File: src/rtl/hzc_pkg.sv
package hzc_pkg;
  parameter int unsigned NUM_REGS = 8;
  localparam int unsigned REG_W = $clog2(NUM_REGS);

  typedef logic [REG_W-1:0] regidx_t;

  typedef struct packed {
    logic    valid;
    logic    wen;
    regidx_t dst;
  } producer_t;

  // True when a live, writing producer targets register src.
  function automatic logic feeds(producer_t p, regidx_t src);
    return p.valid && p.wen && (p.dst == src);
  endfunction

  // True when a used source of the consumer depends on the producer.
  function automatic logic depends(producer_t p, regidx_t src, logic used);
    return used && feeds(p, src);
  endfunction
endpackage

File: src/rtl/hzc_ex_fwd.sv
module hzc_ex_fwd
  import hzc_pkg::*;
#(
  parameter int unsigned NUM_SRC = 2
) (
  input  logic                             clk,
  input  logic                             rst_n,
  input  producer_t                        mem_p,
  input  logic                             mem_is_load,
  input  logic [NUM_SRC-1:0][REG_W-1:0]    ex_src,
  output logic [NUM_SRC-1:0]               fwd
);
  // Only ALU results exist at the start of the memory stage.
  logic alu_ready;
  assign alu_ready = !mem_is_load;

  for (genvar i = 0; i < NUM_SRC; i++) begin : g_src
    assign fwd[i] = alu_ready && feeds(mem_p, ex_src[i]);
  end

  a_r2_no_load_forward: assert property (@(posedge clk) disable iff (!rst_n)
    mem_is_load |-> (fwd == '0));
  a_r1_forward_has_producer: assert property (@(posedge clk) disable iff (!rst_n)
    (|fwd) |-> (mem_p.valid && mem_p.wen));
endmodule

File: src/rtl/hzc_id_bypass.sv
module hzc_id_bypass
  import hzc_pkg::*;
#(
  parameter int unsigned NUM_SRC = 2
) (
  input  logic                             clk,
  input  logic                             rst_n,
  input  producer_t                        wb_p,
  input  logic [NUM_SRC-1:0][REG_W-1:0]    id_src,
  output logic [NUM_SRC-1:0]               byp
);
  for (genvar i = 0; i < NUM_SRC; i++) begin : g_src
    assign byp[i] = feeds(wb_p, id_src[i]);
  end

  a_r3_bypass_has_writer: assert property (@(posedge clk) disable iff (!rst_n)
    (|byp) |-> (wb_p.valid && wb_p.wen));
endmodule

File: src/rtl/hzc_interlock.sv
module hzc_interlock
  import hzc_pkg::*;
#(
  parameter int unsigned NUM_SRC = 2
) (
  input  logic                             clk,
  input  logic                             rst_n,
  input  logic [NUM_SRC-1:0][REG_W-1:0]    id_src,
  input  logic [NUM_SRC-1:0]               id_use,
  input  logic                             id_valid,
  input  producer_t                        ex_p,
  input  logic                             ex_is_load,
  input  producer_t                        mem_p,
  input  logic                             br_resolved,
  input  logic                             br_taken,
  output logic                             stall_front,
  output logic                             kill_idex,
  output logic                             kill_ifid
);
  logic [NUM_SRC-1:0] load_dep;
  logic [NUM_SRC-1:0] mem_dep;
  logic load_use_hit;
  logic mem_dist_hit;
  logic hazard;
  logic squash;

  for (genvar i = 0; i < NUM_SRC; i++) begin : g_src
    assign load_dep[i] = depends(ex_p, id_src[i], id_use[i]);
    assign mem_dep[i]  = depends(mem_p, id_src[i], id_use[i]);
  end

  assign load_use_hit = id_valid && ex_is_load && (|load_dep);
  // The value from memory stage reaches decode only through write-back.
  assign mem_dist_hit = id_valid && (|mem_dep);
  assign hazard       = load_use_hit || mem_dist_hit;
  assign squash       = br_resolved && br_taken;

  assign stall_front = hazard && !squash;
  assign kill_idex   = hazard || squash;
  assign kill_ifid   = squash;

  a_r7_squash_wins: assert property (@(posedge clk) disable iff (!rst_n)
    (br_resolved && br_taken) |-> (kill_ifid && kill_idex && !stall_front));
  a_r4_stall_makes_bubble: assert property (@(posedge clk) disable iff (!rst_n)
    stall_front |-> (kill_idex && !kill_ifid));
  a_r8_unresolved_no_kill: assert property (@(posedge clk) disable iff (!rst_n)
    !br_resolved |-> !kill_ifid);
  a_r6_idle_decode_no_stall: assert property (@(posedge clk) disable iff (!rst_n)
    !id_valid |-> !stall_front);
  a_r5_stall_has_producer: assert property (@(posedge clk) disable iff (!rst_n)
    stall_front |-> ((ex_p.valid && ex_p.wen) || (mem_p.valid && mem_p.wen)));
endmodule

File: src/rtl/pipe_hazard_ctl.sv
module pipe_hazard_ctl
  import hzc_pkg::*;
(
  input  logic             clk,
  input  logic             rst_n,
  input  logic [REG_W-1:0] id_src_a,
  input  logic [REG_W-1:0] id_src_b,
  input  logic             id_use_a,
  input  logic             id_use_b,
  input  logic             id_valid,
  input  logic [REG_W-1:0] ex_src_a,
  input  logic [REG_W-1:0] ex_src_b,
  input  logic [REG_W-1:0] ex_dst,
  input  logic             ex_wen,
  input  logic             ex_valid,
  input  logic             ex_load,
  input  logic [REG_W-1:0] mem_dst,
  input  logic             mem_wen,
  input  logic             mem_valid,
  input  logic             mem_load,
  input  logic [REG_W-1:0] wb_dst,
  input  logic             wb_wen,
  input  logic             wb_valid,
  input  logic             br_resolved,
  input  logic             br_taken,
  output logic             fwd_a,
  output logic             fwd_b,
  output logic             byp_a,
  output logic             byp_b,
  output logic             stall_front,
  output logic             kill_idex,
  output logic             kill_ifid
);
  localparam int unsigned NUM_SRC = 2;

  producer_t ex_p, mem_p, wb_p;
  logic [NUM_SRC-1:0][REG_W-1:0] id_src, ex_src;
  logic [NUM_SRC-1:0] id_use, fwd, byp;

  assign ex_p   = '{valid: ex_valid,  wen: ex_wen,  dst: ex_dst};
  assign mem_p  = '{valid: mem_valid, wen: mem_wen, dst: mem_dst};
  assign wb_p   = '{valid: wb_valid,  wen: wb_wen,  dst: wb_dst};
  assign id_src = {id_src_b, id_src_a};
  assign ex_src = {ex_src_b, ex_src_a};
  assign id_use = {id_use_b, id_use_a};

  hzc_ex_fwd #(.NUM_SRC(NUM_SRC)) u_fwd (
    .clk(clk), .rst_n(rst_n), .mem_p(mem_p), .mem_is_load(mem_load),
    .ex_src(ex_src), .fwd(fwd)
  );

  hzc_id_bypass #(.NUM_SRC(NUM_SRC)) u_byp (
    .clk(clk), .rst_n(rst_n), .wb_p(wb_p), .id_src(id_src), .byp(byp)
  );

  hzc_interlock #(.NUM_SRC(NUM_SRC)) u_ilk (
    .clk(clk), .rst_n(rst_n), .id_src(id_src), .id_use(id_use),
    .id_valid(id_valid), .ex_p(ex_p), .ex_is_load(ex_load), .mem_p(mem_p),
    .br_resolved(br_resolved), .br_taken(br_taken),
    .stall_front(stall_front), .kill_idex(kill_idex), .kill_ifid(kill_ifid)
  );

  assign fwd_a = fwd[0];
  assign fwd_b = fwd[1];
  assign byp_a = byp[0];
  assign byp_b = byp[1];

  // a load in execute stalls; while decode waits, nothing is forwarded from it.
  a_r4_load_use_stalls: assert property (@(posedge clk) disable iff (!rst_n)
    (ex_valid && ex_wen && ex_load && id_valid && id_use_a && (id_src_a == ex_dst)
     && !(br_resolved && br_taken)) |-> stall_front);
endmodule

File: config.mk
export PLATFORM = sky130hd
export DESIGN_NAME = pipe_hazard_ctl
export DESIGN_NICKNAME = d
export VERILOG_FILES = /design/src/rtl/hzc_pkg.sv /design/src/rtl/hzc_ex_fwd.sv /design/src/rtl/hzc_id_bypass.sv /design/src/rtl/hzc_interlock.sv /design/src/rtl/pipe_hazard_ctl.sv
export SDC_FILE = /design/constraint.sdc
export NUM_CORES = 1
export LEC_CHECK = 0
export BUFFER_PORTS_ARGS = -buffer_cell sky130_fd_sc_hd__clkbuf_2
export CAP_MARGIN = 10
export CELL_PAD_IN_SITES_DETAIL_PLACEMENT = 1
export CELL_PAD_IN_SITES_GLOBAL_PLACEMENT = 1
export CORE_AREA = 2 2 44 46
export DETAILED_ROUTE_END_ITERATION = 10
export DIE_AREA = 0 0 46 48
export PLACE_DENSITY = 0.83
export REMOVE_ABC_BUFFERS = 1
export SYNTH_ARGS = -nofsm -noshare
export SYNTH_HDL_FRONTEND = slang
export SYNTH_HIERARCHICAL = 1
export SYNTH_SLANG_ARGS = --single-unit
export TNS_END_PERCENT = 50
File: constraint.sdc
create_clock -name vclk -period 0.92
set_clock_uncertainty 0.05 [all_clocks]
set_input_delay 0.092 -clock vclk [all_inputs]
set_output_delay 0.092 -clock vclk [all_outputs]
set_load 0.005 [all_outputs]
==> results by group <==
Worst setup path
  • Kind of critical path: primary input to output pin
  • Worst EP required: 0.78 ns
  • Crit. End Element: output pin
  • Crit-path max FO: 3
  • Crit path launch type: primary input
  • CP Cell Sequence: buf_8, xnor2_2, nand4_1, a21o_1, a21oi_2, buf_2
  • Worst EP arrival: 0.96 ns
  • CP max stage delay: 0.23 ns
  • Slowest cell on the critical path: a21o_1

Layout
  • Ant diodes: 0
  • Layout Area Growth over Synthesis: 152%
  • Layout Cells excl Fill: 110
  • Final Net Count: 131
  • Sequential cells: 0
  • Register Area: 0 um^2
  • Commonest non-fill, non-tap cell in the layout: clkbuf_2
  • Final core occ: 49.7%
  • Commonest non-fill, non-tap cells in the layout: clkbuf_2 (26), xor2_1 (12), xnor2_2 (10)
  • Share of cells above drive strength 1: 71.0%
  • Clock buffers: 0

Power
  • Seq pwr share: 0%
  • Part of the power in the clock network: 0%
  • Worst VDD drop: 0.000182 V
  • Gate power share: 100.0%
  • Switching power: about 0.00014 W
  • Int Pwr: roughly 0.00023 W
  • PD cells: 446 nW/um^2
  • LEAKAGE: 0.427 nW
  • Sw frac: 38.6%

Synthesis
  • Post-synthesis cell count: 41
  • Seq/Total Area, Yosys: 0%
  • Syn. warnings: 6
  • Synthesized area: 333 um^2
  • Post-synthesis cell type count: 11
  • Area contributors post-synth: xnor2_1 (32%), xor2_1 (32%), nand4_1 (9.4%)
  • Area share of the largest cell type after synthesis: a little under a third
  • Post-synth top area cell: xnor2_1
  • Syn_area_per_cell: about 8.1 um^2

Floorplanning
  • Initial Util: between 10% and 20%
  • Core ar.: 1690 um^2
  • Total die area: between 2000 and 2500 um^2
  • Chip width: 46 um
  • Rows: 15
  • # IOs: 43
  • Die Ht: 48 um

Worst hold path
  • Worst hold path class: primary input to output pin

STA
  • Post-route minimum period: 1.10 ns
  • FMAX: 907 MHz
  • Max Slew Vio Count: 0
  • Worst Tran Pin Value: around 0.24 ns
  • Final Hold Viols: 0
  • Setup_tns: -0.792 ns
  • Final worst setup slack: -0.182 ns
  • RSZ-0062 raised after global routing: true
  • Final setup fails: 6
  • Relative slew margins: approximately 84%
  • Tcrit/Tclk final: 120%

Route
  • Remaining DRCs: 0
  • Wire per inst: 13.3 um
  • Initial DRC count: 0
  • DRT Pass-1 Iters: 1
  • Drt total wl: roughly 1500 um
  • Routed Antenna Nets: 0
  • Vias: 517
  • Vias per inst: 4.70

Global routing
  • Initial antenna violation count: 0
  • Vias in the first global route: 513
  • Pin count of the biggest net entering global routing: 5
  • Global-route wire length before repair: 1910 um
  • Grt total ovfl: 0
  • Total track usage: 11.9%

Placed design
  • Dpl ws: -0.210 ns
  • Post-DP HPWL: 1280 um
  • Gpl congestion: 0.715
  • Cells after DPL: 110
  • Buffers on Ports: 41

Outcome
  • Status: finished, violations left
  • Failing checks: setup timing

CTS
  • Hold buffers post-CTS: 0

Run
  • Max_cap viols: 0
[power groups by stage]
| stage | sequential (W) | combinational, W | clock (W) |
|---|---|---|---|
| 2_1_floorplan | 0 | 0.000106 | 0 |
| 3_3_place_gp | 0 | 0.000261 | 0 |
| 3_5_place_dp | 0 | 0.000275 | 0 |
| 4_1_cts | 0 | 0.000335 | 0 |
| 5_1_grt | 0 | 0.000398 | 0 |
| 6_report | 0 | 0.000374 | 0 |
[path summary, 6_finish.rpt]
kind | start | to | slack [ns] | depth (start not counted)
max | id_src_a[1] | stall_front | -0.18 | 6
min | wb_wen | byp_b | 0.47 | 4
[synthesized netlist by cell type]
| cell type | instances |
|---|---|
| nand4_1 | 5 |
| nand3b_1 | 2 |
| a21o_1 | 2 |
| nor4_2 | 2 |
| nand2_1 | 1 |
| nor4_1 | 2 |
| a21oi_2 | 1 |
| xor2_1 | 12 |
| xnor2_1 | 12 |
| and2_1 | 1 |
| nand3_1 | 1 |
[routing by layer]
layer	track usage (%)	share of wire (%)	vias to the layer above
met3	0.377	6.5	2
met2	28.1	59	25
met5	0	0	-
li1	-	-	252
met4	1.71	1.5	0
met1	10.6	33	238
[kinds of logic after synthesis]
logic type                count (synthesis)  synth area share, %
and+or+nand+nor                          14                 29.7
xor gates and xnor gates                 24                 63.2
AOI/OAI and AO/OA                         3                 7.14
[metrics by stage]
stage,hold WS [ns],cell area [um^2],power (W)
detailed placement,0.478,642,0.000275
global placement,0.466,642,0.000261
finish,0.470,840,0.000374
global route,0.505,840,0.000398
floorplan,0.261,333,0.000106
CTS,0.473,767,0.000335
[worst max-delay path: cells and delay by family]
kind | cells | cell delay (ns)
simple gates | 1 | 0.13
compound gates | 2 | 0.36
buf+inv | 2 | 0.23
xor+xnor | 1 | 0.16
[what timing repair did]
action	4_1_cts	5_1_grt
resized for setup	17	23
setup buffers	0	0
setup endpoints to repair	6	6
pin swaps	15	8
[final cells by class]
cell class / count / area (um^2)
Tap cell: 17 / 21.3
Multi-Input combinational cell: 41 / 427
Fill cell: 213 / 850
Timing Repair Buffer: 52 / 392
No activity file was read; power rests on OpenSTA's default activity.
